$ cat src/rtl/wl_exit_seq.sv
module wl_exit_seq #(
  parameter int CW  = 8,
  parameter int AW  = 14,
  parameter int BW  = 3,
  parameter int WLB = 7
) (
  input  logic          clk,
  input  logic          rst,
  input  logic          start,
  input  logic [CW-1:0] cfg_wlo,
  input  logic [CW-1:0] cfg_margin,
  input  logic [CW-1:0] cfg_odtloff,
  input  logic [CW-1:0] cfg_aof,
  input  logic [CW-1:0] cfg_mrd,
  input  logic [CW-1:0] cfg_mod,
  input  logic [AW-1:0] mr1_image,
  output logic          dqs_oe,
  output logic          odt,
  output logic [2:0]    cmd,
  output logic [BW-1:0] ba,
  output logic [AW-1:0] addr,
  output logic          dq_capture,
  output logic          done,
  output logic          mrs_ok,
  output logic          cmd_ok
);

  localparam logic [2:0]    CMD_NOP = 3'b111;
  localparam logic [2:0]    CMD_MRS = 3'b000;
  localparam logic [BW-1:0] BA_MR1  = BW'(1);
  localparam logic [AW-1:0] WL_MASK = ~(AW'(1) << WLB);
  localparam logic [CW-1:0] ONE     = CW'(1);

  typedef enum logic [2:0] {
    S_IDLE, S_HOLD, S_MARG, S_ODTL, S_AOF, S_MRS, S_POST
  } st_t;

  st_t           st;
  logic [CW-1:0] cnt, el;

  function automatic logic [CW-1:0] atleast1(input logic [CW-1:0] v);
    return (v == '0) ? ONE : v;
  endfunction

  logic [CW-1:0] wlo_e, mar_e, odl_e, aof_e, mod_e, mrd_e, mrd_1;

  assign wlo_e = atleast1(cfg_wlo);
  assign mar_e = atleast1(cfg_margin);
  assign odl_e = atleast1(cfg_odtloff);
  assign aof_e = atleast1(cfg_aof);
  assign mod_e = atleast1(cfg_mod);
  assign mrd_1 = atleast1(cfg_mrd);
  assign mrd_e = (mrd_1 > mod_e) ? mod_e : mrd_1;

  always_ff @(posedge clk) begin
    if (rst) begin
      st   <= S_IDLE;
      cnt  <= '0;
      el   <= '0;
      done <= 1'b0;
    end else begin
      done <= 1'b0;
      case (st)
        S_IDLE:
          if (start) begin
            st  <= S_HOLD;
            cnt <= wlo_e - ONE;
          end
        S_HOLD:
          if (cnt == '0) begin
            st  <= S_MARG;
            cnt <= mar_e - ONE;
          end else cnt <= cnt - ONE;
        S_MARG:
          if (cnt == '0) begin
            st  <= S_ODTL;
            cnt <= odl_e - ONE;
          end else cnt <= cnt - ONE;
        S_ODTL:
          if (cnt == '0) begin
            st  <= S_AOF;
            cnt <= aof_e - ONE;
          end else cnt <= cnt - ONE;
        S_AOF:
          if (cnt == '0) st <= S_MRS;
          else cnt <= cnt - ONE;
        S_MRS: begin
          el <= ONE;
          if (mod_e == ONE) begin
            st   <= S_IDLE;
            done <= 1'b1;
          end else st <= S_POST;
        end
        S_POST:
          if (el == mod_e - ONE) begin
            st   <= S_IDLE;
            done <= 1'b1;
          end else el <= el + ONE;
        default: st <= S_IDLE;
      endcase
    end
  end

  assign dqs_oe     = (st == S_HOLD) || (st == S_MARG);
  assign odt        = dqs_oe;
  assign dq_capture = (st == S_MARG) && (cnt == '0);
  assign cmd        = (st == S_MRS) ? CMD_MRS : CMD_NOP;
  assign ba         = (st == S_MRS) ? BA_MR1 : '0;
  assign addr       = (st == S_MRS) ? (mr1_image & WL_MASK) : '0;
  assign cmd_ok     = (st == S_IDLE);
  assign mrs_ok     = (st == S_IDLE) || ((st == S_POST) && (el >= mrd_e));

endmodule

$ cat config.mk
export PLATFORM = sky130hd
export DESIGN_NAME = wl_exit_seq
export DESIGN_NICKNAME = d
export VERILOG_FILES = /design/src/rtl/wl_exit_seq.sv
export SDC_FILE = /design/constraint.sdc
export NUM_CORES = 1
export LEC_CHECK = 0
export ABC_CLOCK_PERIOD_IN_PS = 4900
export BUFFER_PORTS_ARGS = -buffer_cell sky130_fd_sc_hd__buf_2
export CORE_MARGIN = 4
export CORE_UTILIZATION = 32
export CTS_CLUSTER_DIAMETER = 30
export DETAILED_ROUTE_END_ITERATION = 10
export SLEW_MARGIN = 15
export SYNTH_ARGS = -nofsm -noshare
export SYNTH_HDL_FRONTEND = slang
export SYNTH_SLANG_ARGS = --single-unit
$ cat constraint.sdc
create_clock -name clk -period 4.9 [get_ports clk]
set_clock_uncertainty 0.15 [all_clocks]
set_input_delay 0.245 -clock clk [delete_from_list [all_inputs] [get_ports clk]]
set_output_delay 0.245 -clock clk [all_outputs]
set_load 0.02 [all_outputs]
# Yosys cells after proc, flatten, opt, wreduce, memory -nomap -nowiden
# Cells that the tools add are included.
# classes
reduce_logical	17
eq_ne	16
n_lt_le_gt_ge	2
n_mux	29
addsub	7
# ops
op	n
two-way mux 8 bit	13
zero test 8 bit	7
subtractor 8 x 1 -> 8 bit (second input constant)	6
one-hot mux 8 bit (5 select lines)	1
two-way mux 3 bit	8
one-hot mux 3 bit (7 select lines)	1
!= test 2 bit (second input constant)	8
one-hot mux 8 bit (2 select lines)	1
two-way mux 14 bit	1
equality test 3 bit (second input constant)	3
adder 8 x 1 -> 8 bit (second input constant)	1
equality test 8 x 1 -> 1 bit (second input constant)	1
equality test 8 bit	1
>= comparator 8 bit	1
> comparator 8 bit	1
equality test 3 x 2 -> 1 bit (second input constant)	2
AND reduction 6 bit	1
nonzero test 5 bit	1
equality test 3 x 1 -> 1 bit (second input constant)	1
zero test 3 bit	1
two-way mux 1 bit	3
AND reduction 3 bit	1
logical AND 1 bit	2
logical OR 1 bit	2
3 further kinds	3
# word_totals
regBits	20

# Depth between registers and ports, before layout
# Gate-level depths: netlist (run 1).
# depth
word_depth	7
mapped_depth	19

# Worst setup path after synthesis (run 1)
# No wires, ideal clock.
# synth_timing
path_type	input port to output port
start	input cfg_mod[2]
end	output mrs_ok
arrival_ps	3745
n_path_buf	1
required_ps	4505
path_stages	19
setup_slack_ps	760
cell_sequence	buf_2 -> nor4_4 -> a21o_1 -> ha_1 -> nor2b_1 -> o21a_1 -> o21a_1 -> o21ai_1 -> a21oi_1 -> o31ai_2 -> mux2i_1 -> ha_1 -> nand2b_1 -> a21o_1 -> a21oi_1 -> nor2b_1 -> o21ai_1 -> a21oi_1 -> o41a_1
# synth_via
elab_chain_len	7
# synth_rtl
element	line	source
from (decl)	15	input logic [CW-1:0] cfg_mod,
zero test 8 bit	42	return (v == '0) ? ONE : v;
two-way mux 8 bit (*)	42	
> comparator 8 bit	53	assign mrd_e = (mrd_1 > mod_e) ? mod_e : mrd_1;
two-way mux 8 bit (*)	53	
>= comparator 8 bit (*)	111	assign mrs_ok = (st == S_IDLE) || ((st == S_POST) && (el >= mrd_e));
logical AND 1 bit (*)	111	
logical OR 1 bit (*)	111	
to (decl)	24	output logic mrs_ok,
# Every way passes the cells marked *; elsewhere a longest branch is shown, timed or not.

# Final worst setup path (run 1)
# layout_timing
start	input cfg_mod[5]
end	output mrs_ok
# The elaborated chain is that of the path after synthesis.

==> results of run 1 <==
==> cell families after synthesis <==
| kind of cell | count (synthesis) | synth area share |
|---|---|---|
| simple gates | 171 | 0.312 |
| compound gates | 97 | 0.225 |
| buf+inv | 53 | 0.0796 |
| xor+xnor | 33 | 0.0973 |
| fa+ha+maj | 25 | 0.105 |
| flops | 20 | 0.135 |
| mux | 13 | 0.0442 |
| other cells | 1 | 0.00126 |
==> flip-flops by register name, summed over array words and instances, names as in the netlist <==
name,count
st,3
el,8
cnt,8
done,1
==> final timing paths <==
check	start	to	slack (ns)	cells past startpoint
worst max-delay path	cfg_mod[5]	mrs_ok	0.61	20
worst min-delay path	rst	cnt[5]	0.20	2
worst max register to register	st[0]	cnt[2]	2.24	7
worst min register to register	cnt[1]	cnt[1]	0.38	2
==> cells in the final DEF (no fill, tap or decap), drive strengths merged, types with 5 or more instances in the layout <==
cell / count
buf: 89
nor2: 39
nand2: 31
a21oi: 30
ha: 25
inv: 23
nor3: 20
dfxtp: 20
xnor2: 19
and2: 17
o21ai: 17
xor2: 14
mux2i: 12
nor4: 11
nand3: 8
or3: 7
o21a: 7
nor3b: 7
nor2b: 6
nand2b: 5
o31ai: 5
a31oi: 5
==> per-stage QoR <==
stage	cell area, um^2	setup slack (ns)
2_1_floorplan	2980	0.760
3_5_place_dp	3420	0.566
5_1_grt	3470	0.279
6_report	3470	0.611
3_3_place_gp	3420	0.629
4_1_cts	3470	0.565
==> per-layer routing <==
metal,up-vias,GRT usage,share of wire
met5,-,0,0
met4,0,0.0418,0.014
met3,8,0.0168,0.046
met2,86,0.240,0.46
met1,1401,0.198,0.48
li1,1599,-,-
==> layout make-up <==
class / instances / area [um^2] / share of cell area
clock buffers: 4 / 55.1 / 0.0158
inverters: 23 / 86.3 / 0.0248
multi-input cells: 342 / 2340 / 0.675
flip-flops and latches: 20 / 400 / 0.115
well taps: 108 / 135 / 0.0389
repair buffers: 89 / 453 / 0.130
==> critical path, cell delays in order <==
cell and delay, ns:
sky130_fd_sc_hd__buf_2 0.13, sky130_fd_sc_hd__nor3_1 0.37, sky130_fd_sc_hd__a21o_1 0.27, sky130_fd_sc_hd__ha_1 0.17, sky130_fd_sc_hd__nor2b_1 0.04, sky130_fd_sc_hd__o21a_1 0.16, sky130_fd_sc_hd__o21a_1 0.16, sky130_fd_sc_hd__o21ai_1 0.12
sky130_fd_sc_hd__a21oi_1 0.09, sky130_fd_sc_hd__o31ai_2 0.41, sky130_fd_sc_hd__mux2i_1 0.27, sky130_fd_sc_hd__ha_1 0.25, sky130_fd_sc_hd__nand2b_1 0.14, sky130_fd_sc_hd__a21o_1 0.17, sky130_fd_sc_hd__a21oi_1 0.14, sky130_fd_sc_hd__nor2b_1 0.06
sky130_fd_sc_hd__o21ai_1 0.14, sky130_fd_sc_hd__a21oi_1 0.08, sky130_fd_sc_hd__o41a_1 0.31, sky130_fd_sc_hd__buf_2 0.17
==> power by group through the flow <==
stage / sequential [mW] / combinational [mW] / clock [mW]
floorplan: 0.230 / 0.761 / 0
global placement: 0.277 / 0.907 / 0
detailed placement: 0.277 / 0.918 / 0
CTS: 0.274 / 0.922 / 0.129
global route: 0.285 / 1.03 / 0.140
finish: 0.275 / 0.921 / 0.126
==> out/results.env, run 1 <==
RUN_STATUS='completed'
HP_CLASS='input port to register'
ANTENNA_CELLS=0
ROWS=34
CLOCK-SINKS=20
NETLIST_TOP_CELLS_COUNT='sky130_fd_sc_hd__nor2_1 (38), sky130_fd_sc_hd__nand2_1 (31), sky130_fd_sc_hd__a21oi_1 (28)'
CLK_PATH_BUF_DEPTH=2
P_INT_mW=0.649
CTS-HTREE-LEVELS=1
HOLD_SLACK_NS=0.202
TOTAL_LEAKAGE_POWER_nW=1.51
P_TOTAL_mW=1.32
FINAL_NETS=569
GR-TOTAL-OVERFLOW=0
VIA_COUNT_OF_THE_FIRST_GLOBAL_ROUTING_PASS=2981
TRITONCTS_CLOCK_TREE='built'
DESIGN.DIE.AREA_MM2=0.0109
CRIT_FANOUT=5
PEAKVDDDROP_mV=0.137
START_KIND='input port'
YS_ASYNC_SR_FRACTION=0
NUMBER_OF_NETS_WITH_ANTENNA_VIOLATIONS_AFTER_DETAILED_ROUTING=0
TIMING.CRITICAL_PATH.ARRIVAL_NS=3.89
END_KIND='output pin'
DP.FINAL_HPWL_MM=6.54
TIGHTEST_SLEW_NS=0.993
POST-SYNTH-TOP-AREA-FRACTION=0.135
TOP_LEVEL_PORTS=91
SYNTH.LIB_CELLS_USED.DISTINCT=67
CTS_HOLD_REPAIR.BUFFERS=0
DP.CELLS=582
INITIAL_CORE_UTIL=0.334
YS_FF_LATCH=20
SW_FRAC_OF_TOTAL=0.509
FINAL_MIN_PERIOD_OVER_CLOCK_PERIOD=0.875
RSZ0062_AT_GRT='no'
INITIALDRTVIOLATIONCOUNT=214
SETUP_TOTAL_NEGATIVE_SLACK_NS=0
CTS_BUFFERS=3
SYNTH_CELLS=413
NUMBER_OF_ANTENNA_VIOLATIONS_AT_THE_FIRST_CHECK_IN_GLOBAL_ROUTING=0
CTS-RESIZED-GATES=0
DRTPASS1ITERATIONS=4
LAYOUTNONFILLERINSTCOUNT=586
GLOBAL_ROUTE_WIRE_LENGTH_BEFORE_REPAIR_MM=13.7
GRT_MAX_DEGREE=27
CLOCK_INSERTION_DELAY_WORST_SKEW_NS=0.26
WIRE_PER_INST_UM=13.5
AREA_DELTA_SYNTH_FINAL_PCT=17.0
SYNTH_FLOP_CELL='sky130_fd_sc_hd__dfxtp_1'
SETUP_VIOL=0
ROUTED_VIA_DENSITY=5.28
POST-CTS-SETUP-BUFFERS=0
CRIT_REQUIRED_NS=4.51
PERIOD_MINUS_SLACK_NS=4.29
DRC_VIOLATIONS_LEFT=0
SYNTHESIS.AREA_MM2=0.00297
GROUTE.USAGE.OVERALL=0.145
POST_ROUTE_CELLS_DRIVE_ABOVE_1_SHARE=0.232
FILL_CELLS=942
FINAL-HOLD-VIOLATION-COUNT=0
FP.DIEW_UM=104
SETUP.WORST_PATH.CLASS='input port to output pin'
SYNTH_WARNINGS=0
P_SW_mW=0.673
GP_CONGESTION=0.839
MAX_CAP_VIOL_COUNT=0
PWR-SHARE-CLK=0.096
POWER_PER_CELL_AREA_mW_PER_MM2=381
CTS.REPORTEDPATHS.CLKPINSLEW_NS=0.08
CORE_REGION_AREA_MM2=0.00889
BUFFER_PORTS.INSERTED=86
SEQUENTIALPOWERSHARE=0.208
SYNTH_MOST_COMMON_CELL='sky130_fd_sc_hd__nor2_1'
REPORT.FINAL.SLEW_VIOL_COUNT=0
TIMING.SLEW.HEADROOM=0.335
FIN_UTIL=0.391
SYNTH_EDF_COUNT=0
SYNTH_AREA_LEADERS='sky130_fd_sc_hd__dfxtp_1 (13%), sky130_fd_sc_hd__ha_1 (11%), sky130_fd_sc_hd__xnor2_1 (5.6%)'
FMAX_MHz=233
ROOT_BUFFER='sky130_fd_sc_hd__clkbuf_8'
DIE_HEIGHT_UM=104
POWER.SHARE.COMBINATIONAL=0.697
DETAIL_ROUTE.WIRELENGTH_MM=7.92
DR_TOTAL_VIAS=3094
SYNTH-SEQ-AREA-SHARE=0.135
SYNTH_LARGEST_AREA_CELL='sky130_fd_sc_hd__dfxtp_1'
POST_SYNTH.CELL_AREA_AVG_UM2=7.19
(Power assumes the default switching activity.)
==> run 2: changes to the inputs <==
Settings changed: CELL_PAD_IN_SITES_DETAIL_PLACEMENT set to 0, CELL_PAD_IN_SITES_GLOBAL_PLACEMENT set to 1, PLACE_DENSITY_LB_ADDON set to 0.1.
==> out/results.env, run 2 (synthesized netlist as in run 1, its figures left out) <==
MIN-DELAY-START='rst'  # unchanged
LAYOUTNONFILLERINSTCOUNT=587  # was 586
FIN_UTIL=0.393  # was 0.391
LAYOUT.CELL_AREA.NON_FILLER_MM2=0.00350  # was 0.00347 mm^2
TRITONCTS_CLOCK_TREE='built'  # unchanged
POST_ROUTE_CELLS_DRIVE_ABOVE_1_SHARE=0.234  # was 0.232
SETUP.WORST_PATH.CLASS='input port to output pin'  # unchanged
POST-CTS-SETUP-BUFFERS=0  # unchanged
CRIT_REQUIRED_NS=4.51  # about the same
ROOT_BUFFER='sky130_fd_sc_hd__clkbuf_8'  # unchanged
FMAX_MHz=231  # was 233 MHz
TIMING.SLEW.HEADROOM=0.418  # was 0.335
FINAL_MIN_PERIOD_OVER_CLOCK_PERIOD=0.884  # was 0.875
FINAL_NETS=570  # was 569
AREA_DELTA_SYNTH_FINAL_PCT=17.8  # was 17.0%
POST_DP_CELL_AREA_MM2=0.00343  # was 0.00342 mm^2
INITIALDRTVIOLATIONCOUNT=65  # was 214
BUFFER_PORTS.INSERTED=86  # unchanged
HOLD_PATH_DEPTH=2  # unchanged
MAX_CAP_VIOL_COUNT=0  # unchanged
END_KIND='output pin'  # unchanged
SETUP_VIOL=0  # unchanged
CLK_PATH_BUF_DEPTH=2  # unchanged
CLOCK-SINKS=20  # unchanged
CLOCK_INSERTION_DELAY_WORST_SKEW_NS=0.26  # about the same
GP_CONGESTION=0.794  # was 0.839
ANTENNA_CELLS=0  # unchanged
DP.CELLS=583  # was 582
START_KIND='input port'  # unchanged
RUN_STATUS='completed'  # unchanged
CORE_REGION_AREA_MM2=0.00889  # unchanged
CTS.REPORTEDPATHS.CLKPINSLEW_NS=0.08  # about the same
DP_SLACK_NS=0.522  # was 0.566 ns
NUMBER_OF_NETS_WITH_ANTENNA_VIOLATIONS_AFTER_DETAILED_ROUTING=0  # unchanged
SETUP_TOTAL_NEGATIVE_SLACK_NS=0  # unchanged
GR-TOTAL-OVERFLOW=0  # unchanged
REG_TOP3='cnt (8), el (8), st (3)'  # unchanged
MOST-COMMON-LAYOUT-CELLS='sky130_fd_sc_hd__buf_2 (86), sky130_fd_sc_hd__nor2_1 (38), sky130_fd_sc_hd__nand2_1 (31)'  # unchanged
DR_TOTAL_VIAS=3109  # was 3,094
CTS_BUFFERS=3  # unchanged
REPORT.FINAL.SLEW_VIOL_COUNT=0  # unchanged
PERIOD_MINUS_SLACK_NS=4.33  # was 4.29 ns
POWER_PER_CELL_AREA_mW_PER_MM2=396  # was 381 mW/mm^2
HP_CLASS='input port to register'  # unchanged
HOLD_END='done'  # was cnt[5]
NUMBER_OF_ANTENNA_VIOLATIONS_AT_THE_FIRST_CHECK_IN_GLOBAL_ROUTING=0  # unchanged
DETAIL_ROUTE.WIRELENGTH_MM=8.66  # was 7.92 mm
CTS-HTREE-LEVELS=1  # unchanged
TIMING.CRITICAL_PATH.ARRIVAL_NS=3.94  # was 3.89 ns
CRIT_FANOUT=5  # unchanged
FP.DIEW_UM=104  # unchanged
INITIAL_CORE_UTIL=0.334  # unchanged
DESIGN.DIE.AREA_MM2=0.0109  # unchanged
VIA_COUNT_OF_THE_FIRST_GLOBAL_ROUTING_PASS=2979  # was 2,981
TIMING.REG2REG.SETUP_SLACK_NS=2.39  # was 2.24 ns
TOP_LEVEL_PORTS=91  # unchanged
REG2REGPATHDEPTH=6  # was 7
ENDPOINT_OF_THE_LOWEST_SLACK_REGISTER_TO_REGISTER_PATH='cnt[6]'  # was cnt[2]
DP.FINAL_HPWL_MM=7.13  # was 6.54 mm
TOTAL_LEAKAGE_POWER_nW=1.52  # was 1.51 nW
DRTPASS1ITERATIONS=4  # unchanged
MOSTFREQUENTLAYOUTCELL='sky130_fd_sc_hd__buf_2'  # unchanged
FINAL-HOLD-VIOLATION-COUNT=0  # unchanged
GROUTE.USAGE.OVERALL=0.156  # was 0.145
TIGHTEST_SLEW_NS=0.869  # was 0.993 ns
ROWS=34  # unchanged
DRC_VIOLATIONS_LEFT=0  # unchanged
REG2REG_FROM='cnt[4]'  # was st[0]
ROUTED_VIA_DENSITY=5.30  # was 5.28
WIRE_PER_INST_UM=14.8  # was 13.5 um
LAYOUT_SETUP_WS_NS=0.569  # was 0.611 ns
RSZ0062_AT_GRT='no'  # unchanged
CTS-RESIZED-GATES=0  # unchanged
PEAKVDDDROP_mV=0.168  # was 0.137 mV
CTS_HOLD_REPAIR.BUFFERS=0  # unchanged
GLOBAL_ROUTE_WIRE_LENGTH_BEFORE_REPAIR_MM=14.4  # was 13.7 mm
GRT_MAX_DEGREE=28  # was 27
DIE_HEIGHT_UM=104  # unchanged
==> run 2: cell count changes in the layout (fill, tap and decap cells not counted) <==
cell                        delta
sky130_fd_sc_hd__buf_4         +1
sky130_fd_sc_hd__bufinv_16     +1
sky130_fd_sc_hd__clkbuf_8      -1
==> run 2: worst max path at each step <==
stage / from / endpoint / slack [ns] / cells past startpoint
2_1_floorplan: cfg_mod[2] / mrs_ok / 0.76 / 19
3_3_place_gp: cfg_mod[5] / mrs_ok / 0.58 / 20
3_5_place_dp: cfg_mod[2] / mrs_ok / 0.52 / 20
4_1_cts: cfg_mod[2] / mrs_ok / 0.51 / 20
5_1_grt: cfg_mod[5] / mrs_ok / 0.27 / 20
6_report: cfg_mod[5] / mrs_ok / 0.57 / 20
==> run 2: layout make-up <==
type / count / area [um^2]
Sequential cell: 20 / 400
Inverter: 23 / 86.3
Timing Repair Buffer: 90 / 460
Multi-Input combinational cell: 342 / 2340
Fill cell: 963 / 5390
Clock inverter: 1 / 30.0
Clock buffer: 3 / 41.3
Tap cell: 108 / 135
==> run 2: report_power, final <==
group          internal, mW  switching [mW]  leakage [nW]
clock network         0.109          0.0623        0.0357
registers             0.200          0.0740         0.164
logic                 0.382           0.556          1.32
total                 0.692           0.692          1.52
==> run 2: through the flow <==
step / hold slack, ns / total power [mW]
2_1_floorplan: 0.163 / 0.992
3_3_place_gp: 0.362 / 1.22
3_5_place_dp: 0.364 / 1.22
4_1_cts: 0.220 / 1.39
5_1_grt: 0.241 / 1.51
6_report: 0.217 / 1.38
==> run 2: critical path, stage by stage <==
cell and delay, ns:
sky130_fd_sc_hd__buf_2 0.13, sky130_fd_sc_hd__nor3_1 0.37, sky130_fd_sc_hd__a21o_1 0.27, sky130_fd_sc_hd__ha_1 0.17, sky130_fd_sc_hd__nor2b_1 0.04, sky130_fd_sc_hd__o21a_1 0.16
sky130_fd_sc_hd__o21a_1 0.16, sky130_fd_sc_hd__o21ai_1 0.11, sky130_fd_sc_hd__a21oi_1 0.09, sky130_fd_sc_hd__o31ai_2 0.39, sky130_fd_sc_hd__mux2i_1 0.29, sky130_fd_sc_hd__ha_1 0.26
sky130_fd_sc_hd__nand2b_1 0.14, sky130_fd_sc_hd__a21o_1 0.18, sky130_fd_sc_hd__a21oi_1 0.15, sky130_fd_sc_hd__nor2b_1 0.06, sky130_fd_sc_hd__o21ai_1 0.12, sky130_fd_sc_hd__a21oi_1 0.09
sky130_fd_sc_hd__o41a_1 0.33, sky130_fd_sc_hd__buf_2 0.17
==> run 2: routing by layer <==
layer / up-vias / track usage / wire length (um)
li1: 1605 / - / -
met1: 1412 / 0.232 / 4540
met2: 88 / 0.240 / 3600
met3: 4 / 0.0230 / 477
met4: 0 / 0.0228 / 48
met5: - / 0 / 0
